File: src/rtl/cc_pkg.sv
package cc_pkg;
  typedef enum logic [1:0] {
    MODE_EQ     = 2'b00,
    MODE_AND    = 2'b01,
    MODE_OR     = 2'b10,
    MODE_EQ_ALT = 2'b11
  } cc_mode_e;

  // propagate term of one chain position
  function automatic logic prop_bit(cc_mode_e m, logic a, logic b);
    case (m)
      MODE_AND: return a;
      MODE_OR:  return ~a;
      default:  return ~(a ^ b);
    endcase
  endfunction

  function automatic logic is_cmp(cc_mode_e m);
    return (m == MODE_EQ) || (m == MODE_EQ_ALT);
  endfunction
endpackage

File: src/rtl/cc_prop_sel.sv
module cc_prop_sel
  import cc_pkg::*;
#(
  parameter int WIDTH = 32
) (
  input  logic [WIDTH-1:0] a_i,
  input  logic [WIDTH-1:0] b_i,
  input  cc_mode_e         mode_i,
  output logic [WIDTH-1:0] prop_o
);
  for (genvar i = 0; i < WIDTH; i++) begin : g_bit
    assign prop_o[i] = prop_bit(mode_i, a_i[i], b_i[i]);
  end
endmodule

File: src/rtl/cc_kp_chain.sv
module cc_kp_chain #(
  parameter int WIDTH = 32
) (
  input  logic [WIDTH-1:0] prop_i,
  output logic [WIDTH-1:0] carry_o
);
  localparam int EXT_W = WIDTH + 1;

  logic [EXT_W-1:0] prop_ext;
  logic [EXT_W-1:0] sum;

  assign prop_ext = {1'b0, prop_i};
  // +1 injects the asserted carry-in; the adder's carry path is the chain
  assign sum      = prop_ext + EXT_W'(1);
  // carry out of bit i = carry into bit i+1 = sum[i+1] ^ prop_ext[i+1]
  assign carry_o  = sum[EXT_W-1:1] ^ prop_ext[EXT_W-1:1];
endmodule

File: src/rtl/cc_out_fmt.sv
module cc_out_fmt
  import cc_pkg::*;
#(
  parameter int WIDTH = 32
) (
  input  cc_mode_e         mode_i,
  input  logic [WIDTH-1:0] carry_i,
  output logic             eq_o,
  output logic             ne_o,
  output logic [WIDTH-1:0] prefix_o
);
  logic cmp;
  logic top;

  assign cmp      = is_cmp(mode_i);
  assign top      = carry_i[WIDTH-1];
  assign eq_o     = cmp & top;
  assign ne_o     = cmp & ~top;
  assign prefix_o = (mode_i == MODE_OR) ? ~carry_i : carry_i;
endmodule

File: src/rtl/carry_cmp_prefix.sv
module carry_cmp_prefix
  import cc_pkg::*;
#(
  parameter int WIDTH = 32
) (
  input  logic [WIDTH-1:0] a_i,
  input  logic [WIDTH-1:0] b_i,
  input  logic [1:0]       mode_i,
  output logic             eq_o,
  output logic             ne_o,
  output logic [WIDTH-1:0] prefix_o
);
  cc_mode_e         mode;
  logic [WIDTH-1:0] prop;
  logic [WIDTH-1:0] carry;

  assign mode = cc_mode_e'(mode_i);

  cc_prop_sel #(.WIDTH(WIDTH)) i_prop_sel (
    .a_i    (a_i),
    .b_i    (b_i),
    .mode_i (mode),
    .prop_o (prop)
  );

  cc_kp_chain #(.WIDTH(WIDTH)) i_chain (
    .prop_i  (prop),
    .carry_o (carry)
  );

  cc_out_fmt #(.WIDTH(WIDTH)) i_out_fmt (
    .mode_i   (mode),
    .carry_i  (carry),
    .eq_o     (eq_o),
    .ne_o     (ne_o),
    .prefix_o (prefix_o)
  );
endmodule

File: config.mk
export PLATFORM = sky130hd
export DESIGN_NAME = carry_cmp_prefix
export DESIGN_NICKNAME = d
export VERILOG_FILES = /design/src/rtl/cc_pkg.sv /design/src/rtl/cc_prop_sel.sv /design/src/rtl/cc_kp_chain.sv /design/src/rtl/cc_out_fmt.sv /design/src/rtl/carry_cmp_prefix.sv
export SDC_FILE = /design/constraint.sdc
export NUM_CORES = 1
export LEC_CHECK = 0
export BUFFER_PORTS_ARGS = -buffer_cell sky130_fd_sc_hd__buf_2
export CAP_MARGIN = 20
export CORE_MARGIN = 2
export CORE_UTILIZATION = 49
export DETAILED_ROUTE_END_ITERATION = 8
export GPL_ROUTABILITY_DRIVEN = 0
export PLACE_DENSITY_LB_ADDON = 0.08
export SLEW_MARGIN = 20
export SYNTH_ARGS = -nofsm -noshare
export SYNTH_HDL_FRONTEND = slang
export SYNTH_SLANG_ARGS = --single-unit
File: constraint.sdc
create_clock -name vclk -period 4.1
set_input_delay 0.82 -clock vclk [all_inputs]
set_output_delay 0.82 -clock vclk [all_outputs]
set_load 0.01 [all_outputs]
==> results of run 1 <==
## cells by family after synthesis
group,Yosys count
multiplexers,30
AO/OA/AOI/OAI,48
adder cells (fa/ha/maj),5
AND/OR/NAND/NOR,78
XOR/XNOR,65
buffers and inverters,24
## layout by cell type, fill, tap and decap left out, drive strengths merged, types with 6 or more instances in the layout
master  count
xor2       15
o211ai      6
xnor2      50
mux2i      25
a21oi       8
inv         7
nand2      28
o21ai      10
nor3        7
nand3      10
nor2       16
buf       118
## metal layers
metal,global-route usage (%),share of wire [%],up-vias
li1,-,-,1092
met1,34.8,46,966
met4,0,0,0
met5,0,0,-
met3,0.833,7.7,0
met2,40.7,46,85
## path summary, 6_finish.rpt
| kind | startpoint | endpoint | slack, ps | cells after the start |
|---|---|---|---|---|
| max | mode_i[0] | prefix_o[25] | 160 | 11 |
| min | b_i[31] | eq_o | 2030 | 5 |
## through the flow
| stage | hold WS (ps) | instances | setup TNS [ps] |
|---|---|---|---|
| after floorplan | 1800 | 250 | 0 |
| after CTS | 2040 | 398 | 0 |
| after global placement | 2040 | 398 | 0 |
| final | 2030 | 401 | 0 |
| after detailed placement | 2030 | 398 | 0 |
| after global routing | 2080 | 401 | -0.646 |
## synth_stat cells (3+ instances only)
cell      number  area share (%)
buf_4          3             1.2
mux2i_2        4             2.8
mux2_2         5             2.9
buf_6          6             3.5
nand2_1       27             5.2
o211ai_1       6             2.3
xor2_1        15             6.7
mux2i_1       21              11
o21ai_1        3            0.77
nor2_1        16             3.1
xnor2_1       49              22
a211oi_1       3             1.2
o21ai_0        6             1.5
ha_1           5             3.2
inv_1          5            0.96
a21oi_1        7             1.8
a31oi_1        4             1.3
nor3_1         6             1.5
clkbuf_1       4            0.77
nand3_1        8             2.0
## worst min-delay path: cells and delay by family
kind | cells | cell delay, ps
buf+inv | 2 | 210
simple gates | 2 | 110
xor+xnor | 1 | 60
## cell type report
class                           count  area, um2  area share (%)
Inverter                            7       28.8            1.08
Multi-Input combinational cell    226       1850            69.1
Tap cell                           48       60.1            2.25
Timing Repair Buffer              120        736            27.5
## repair_timing
action / in CTS / in global routing
hold endpoints to repair: 0 / 0
setup endpoints to repair: 0 / 12
buffers inserted: 0 / 1
gates resized for setup: 0 / 14
## power groups by stage
stage / clock (mW) / sequential (mW) / combinational, mW
2_1_floorplan: 0 / 0 / 0.210
3_3_place_gp: 0 / 0 / 0.311
3_5_place_dp: 0 / 0 / 0.314
4_1_cts: 0 / 0 / 0.315
5_1_grt: 0 / 0 / 0.369
6_report: 0 / 0 / 0.341
==> results.json, run 1 <==
{
  "dieHeight_um": 67.2,
  "p_clk_share_pct": 0,
  "port_buffers": 100,
  "p_sw_uw": 180,
  "crit_path_frequent_cell": "buf_2",
  "cts_hold_buf": 0,
  "ys_seq_area_share_pct": 0,
  "cp-end-kind": "output port",
  "pwr-share-comb_pct": 100.0,
  "final_util_pct": 71.4,
  "grt_pass1_vias": 1915,
  "path_max_fanout": 14,
  "internal_power_uw": 161,
  "dpl_worst_slack_ps": 50.0,
  "setup_ws_ps": 155,
  "vias": 2143,
  "antenna_found_initial": 0,
  "finalSetupViolCount": 0,
  "vias_per_cell": 5.34,
  "totalWireLength_mm": 5.58,
  "path_class": "input pin to output port",
  "start_util_pct": 52.3,
  "placed_area_um2": 2550,
  "ir_drop_mv": 0.106,
  "timing.fmax_ghz": 0.253,
  "antenna_cells": 0,
  "drt_first_pass_iters": 4,
  "grt_max_degree": 38,
  "seq_area_um2": 0,
  "drc_errors": 0,
  "swShare_pct": 52.9,
  "drive_gt1_share_pct": 44.8,
  "crit_chain": "buf_2 -> inv_1 -> ha_4 -> buf_12 -> mux2i_1 -> o211ai_1 -> nor3_4 -> nand2_1 -> or4_4 -> xnor2_2 -> buf_2",
  "synth-xor-area-share_pct": 29.5,
  "arrival_ps": 3120,
  "synthMuxAreaShare_pct": 16.4,
  "cp_top_family": "simple AND/OR/NAND/NOR gates",
  "path_buf_inv": 4,
  "syn-cell-area_um2": 1960,
  "cpMaxStageDelayCell": "or4_4",
  "clock_buffers": 0,
  "fp-row-count": 22,
  "cp.required_ps": 3280,
  "core_um2": 3740,
  "final_nets": 426,
  "hold_viol_final": 0,
  "pin_count": 100,
  "track_usage_pct": 23.7,
  "die_area_um2": 4520,
  "p_per_area_nw_per_um2": 128,
  "synth-compound-area-share_pct": 19.6,
  "synth_cell_type_count": 56,
  "slowest_delay_ps": 500,
  "grt_pass1_wl_mm": 8.69,
  "die_x_um": 67.2,
  "nFillCells": 354,
  "timing.slew.headroom_pct": 66.4,
  "synth_cells": 250,
  "post_drt_wl_per_cell_um": 13.9,
  "worst_pin_slew_ps": 492,
  "areaGrowthSynthToFinish_pct": 36.4,
  "hpwl_mm": 4.35,
  "syn_nets": 321,
  "synth_top_family_by_area": "XOR/XNOR gates",
  "power.total_uw": 341,
  "min_path_type": "input pin to output port",
  "start_kind": "input pin",
  "cap_violations": 0,
  "ys_warn_count": 0,
  "pwr-share-seq_pct": 0,
  "fin_crit_sh_pct": 96.2,
  "synth-simple-area-share_pct": 22.3,
  "ant_nets": 0,
  "slew_viol_final": 0,
  "synthAdderAreaFrac_pct": 3.19,
  "grt_overflow": 0,
  "leakagePower_nw": 1.19,
  "status": "finished clean",
  "avgSynthCellArea_um2": 7.83,
  "nFlopsAndLatches": 0,
  "final_cell_area_um2": 2670,
  "min_period_ps": 3940,
  "drt-initial-drc-count": 141
}
No activity file was read; power rests on OpenSTA's default activity.
==> inputs of run 2 (changes only) <==
Settings changed: CORE_UTILIZATION 49 to 51, SYNTH_HIERARCHICAL set to 1.
==> results.json, run 2 <==
{
  "final_cell_area_um2": 3060,
  "timing.fmax_ghz": 0.249,
  "seq_area_um2": 0,
  "areaGrowthSynthToFinish_pct": 34.0,
  "p_per_area_nw_per_um2": 131,
  "status": "finished clean",
  "die_x_um": 71.0,
  "port_buffers": 100,
  "grt_pass1_vias": 2095,
  "nFillCells": 371,
  "dpl_worst_slack_ps": -16.6,
  "start_util_pct": 52.9,
  "min-delay-start": "mode_i[1]",
  "cp-end-kind": "output port",
  "ant_nets": 0,
  "post_drt_wl_per_cell_um": 13.2,
  "synth_cell_type_count": 36,
  "power.total_uw": 402,
  "ir_drop_mv": 0.0902,
  "final_nets": 444,
  "crit_path_frequent_cell": "buf_2",
  "track_usage_pct": 21.0,
  "drive_gt1_share_pct": 64.5,
  "fp-row-count": 24,
  "fin_cells": 424,
  "setup_ws_ps": 80.4,
  "dieHeight_um": 71.0,
  "crit_chain": "buf_2 -> inv_2 -> ha_4 -> buf_6 -> and2b_1 -> nor3_2 -> a21oi_2 -> nand4_4 -> or4_4 -> buf_8 -> nor3_4 -> xor2_1 -> buf_2",
  "core_um2": 4320,
  "cp_top_family": "simple AND/OR/NAND/NOR gates",
  "cp.required_ps": 3280,
  "start_kind": "input pin",
  "arrival_ps": 3200,
  "drt-initial-drc-count": 51,
  "slew_viol_final": 0,
  "post-synth-top-count-cell": "xor2_1",
  "ys_seq_area_share_pct": 0,
  "cts_hold_buf": 0,
  "layout_commonest_cell": "buf_2",
  "drc_errors": 0,
  "rsz0062_at_grt": "true",
  "grt_pass1_wl_mm": 9.18,
  "nFlopsAndLatches": 0,
  "cpMaxStageDelayCell": "or4_4",
  "synthTopCellsByCount": "xor2_1, a21oi_2, a211oi_2, nor2b_4, nor3_1",
  "ys_warn_count": 6,
  "synth_top_area_share_pct": 24.5,
  "vias": 2221,
  "grt_overflow": 0,
  "path_depth": 13,
  "timing.slew.headroom_pct": 76.1,
  "drt_first_pass_iters": 4,
  "cp-endpoint": "prefix_o[27]",
  "placed_area_um2": 2920,
  "ys_top_cells_by_area": "xor2_1, nor2b_4, a211oi_2, a21oi_2, buf_12",
  "path_class": "input pin to output port",
  "fin_crit_sh_pct": 98.0,
  "cp-startpoint": "mode_i[0]",
  "antenna_cells": 0,
  "die_area_um2": 5030,
  "antenna_found_initial": 0,
  "synth_cells": 259,
  "dpl.cell_count": 417,
  "path_max_fanout": 7,
  "vias_per_cell": 5.24,
  "worst_pin_slew_ps": 356,
  "clock_buffers": 0,
  "pin_count": 100,
  "totalWireLength_mm": 5.59,
  "hpwl_mm": 4.45,
  "min_path_type": "input pin to output port",
  "avgSynthCellArea_um2": 8.83,
  "hold_viol_final": 0,
  "syn-cell-area_um2": 2290,
  "syn_nets": 329,
  "leakagePower_nw": 1.49,
  "netlist.top_cell.by_area": "xor2_1",
  "path_buf_inv": 5,
  "grt_max_degree": 27,
  "layout_common_cells": "buf_2, xor2_1, a21oi_2",
  "min_period_ps": 4020,
  "cap_violations": 0,
  "slowest_delay_ps": 590,
  "multi_input_area_um2": 2140,
  "finalSetupViolCount": 0
}
-- run 2: changes by cell type in the layout (fill, tap and decap cells not counted), moves of 17 or more --
cell      previous run  this run
mux2i_1             21         0
nor2b_4              0        29
xnor2_1             49         0
xor2_1              15        64
a21oi_2              1        30
a211oi_2             3        29
nand2_1             27        10
-- run 2: power breakdown --
group	switching [mW]	internal [mW]
Combinational	0.214	0.188
Sequential	0	0
Clock	0	0
Total	0.214	0.188
-- run 2: final cells by class --
cell class | count | area share (%)
Timing Repair Buffer | 135 | 26.9
Inverter | 10 | 1.22
Multi-Input combinational cell | 227 | 69.8
Tap cell | 52 | 2.12
-- run 2: worst min-delay path by stage --
stage	endpoint	cells past startpoint
after floorplan	eq_o	2
after global placement	eq_o	4
after detailed placement	eq_o	4
after CTS	eq_o	4
after global routing	eq_o	4
final	eq_o	4
-- run 2: metrics by stage --
| step | setup TNS [ps] | utilization, % | hold WS (ps) |
|---|---|---|---|
| finish | 0 | 70.9 | 2150 |
| global route | -52.9 | 70.9 | 2180 |
| CTS | 0 | 68.1 | 2170 |
| detailed placement | -32.0 | 67.6 | 2160 |
| global placement | -35.5 | 67.6 | 2130 |
| floorplan | 0 | - | 1890 |
-- run 2: repair_timing --
action / in CTS / in global routing
buffers inserted: 2 / 5
gates resized for setup: 1 / 19
endpoints found under the setup margin: 2 / 14
hold endpoints to repair: 0 / 0
pin swaps: 1 / 4
-- run 2: cell families after synthesis --
logic type                 Yosys count  share of synthesized area [%]
AOI/OAI and AO/OA                   64                           28.8
adders and majority gates            4                           2.19
xor gates and xnor gates            64                           24.5
and+or+nand+nor                     95                           34.4
buffers and inverters               32                           10.1
-- run 2: layer usage --
| metal | wire length, um | GRT usage, % | part of all wire, % |
|---|---|---|---|
| met5 | 0 | 0 | 0 |
| met4 | 14 | 0.629 | 0.25 |
| met3 | 255 | 1.14 | 4.6 |
| met2 | 2720 | 36.8 | 49 |
| met1 | 2600 | 29.9 | 47 |
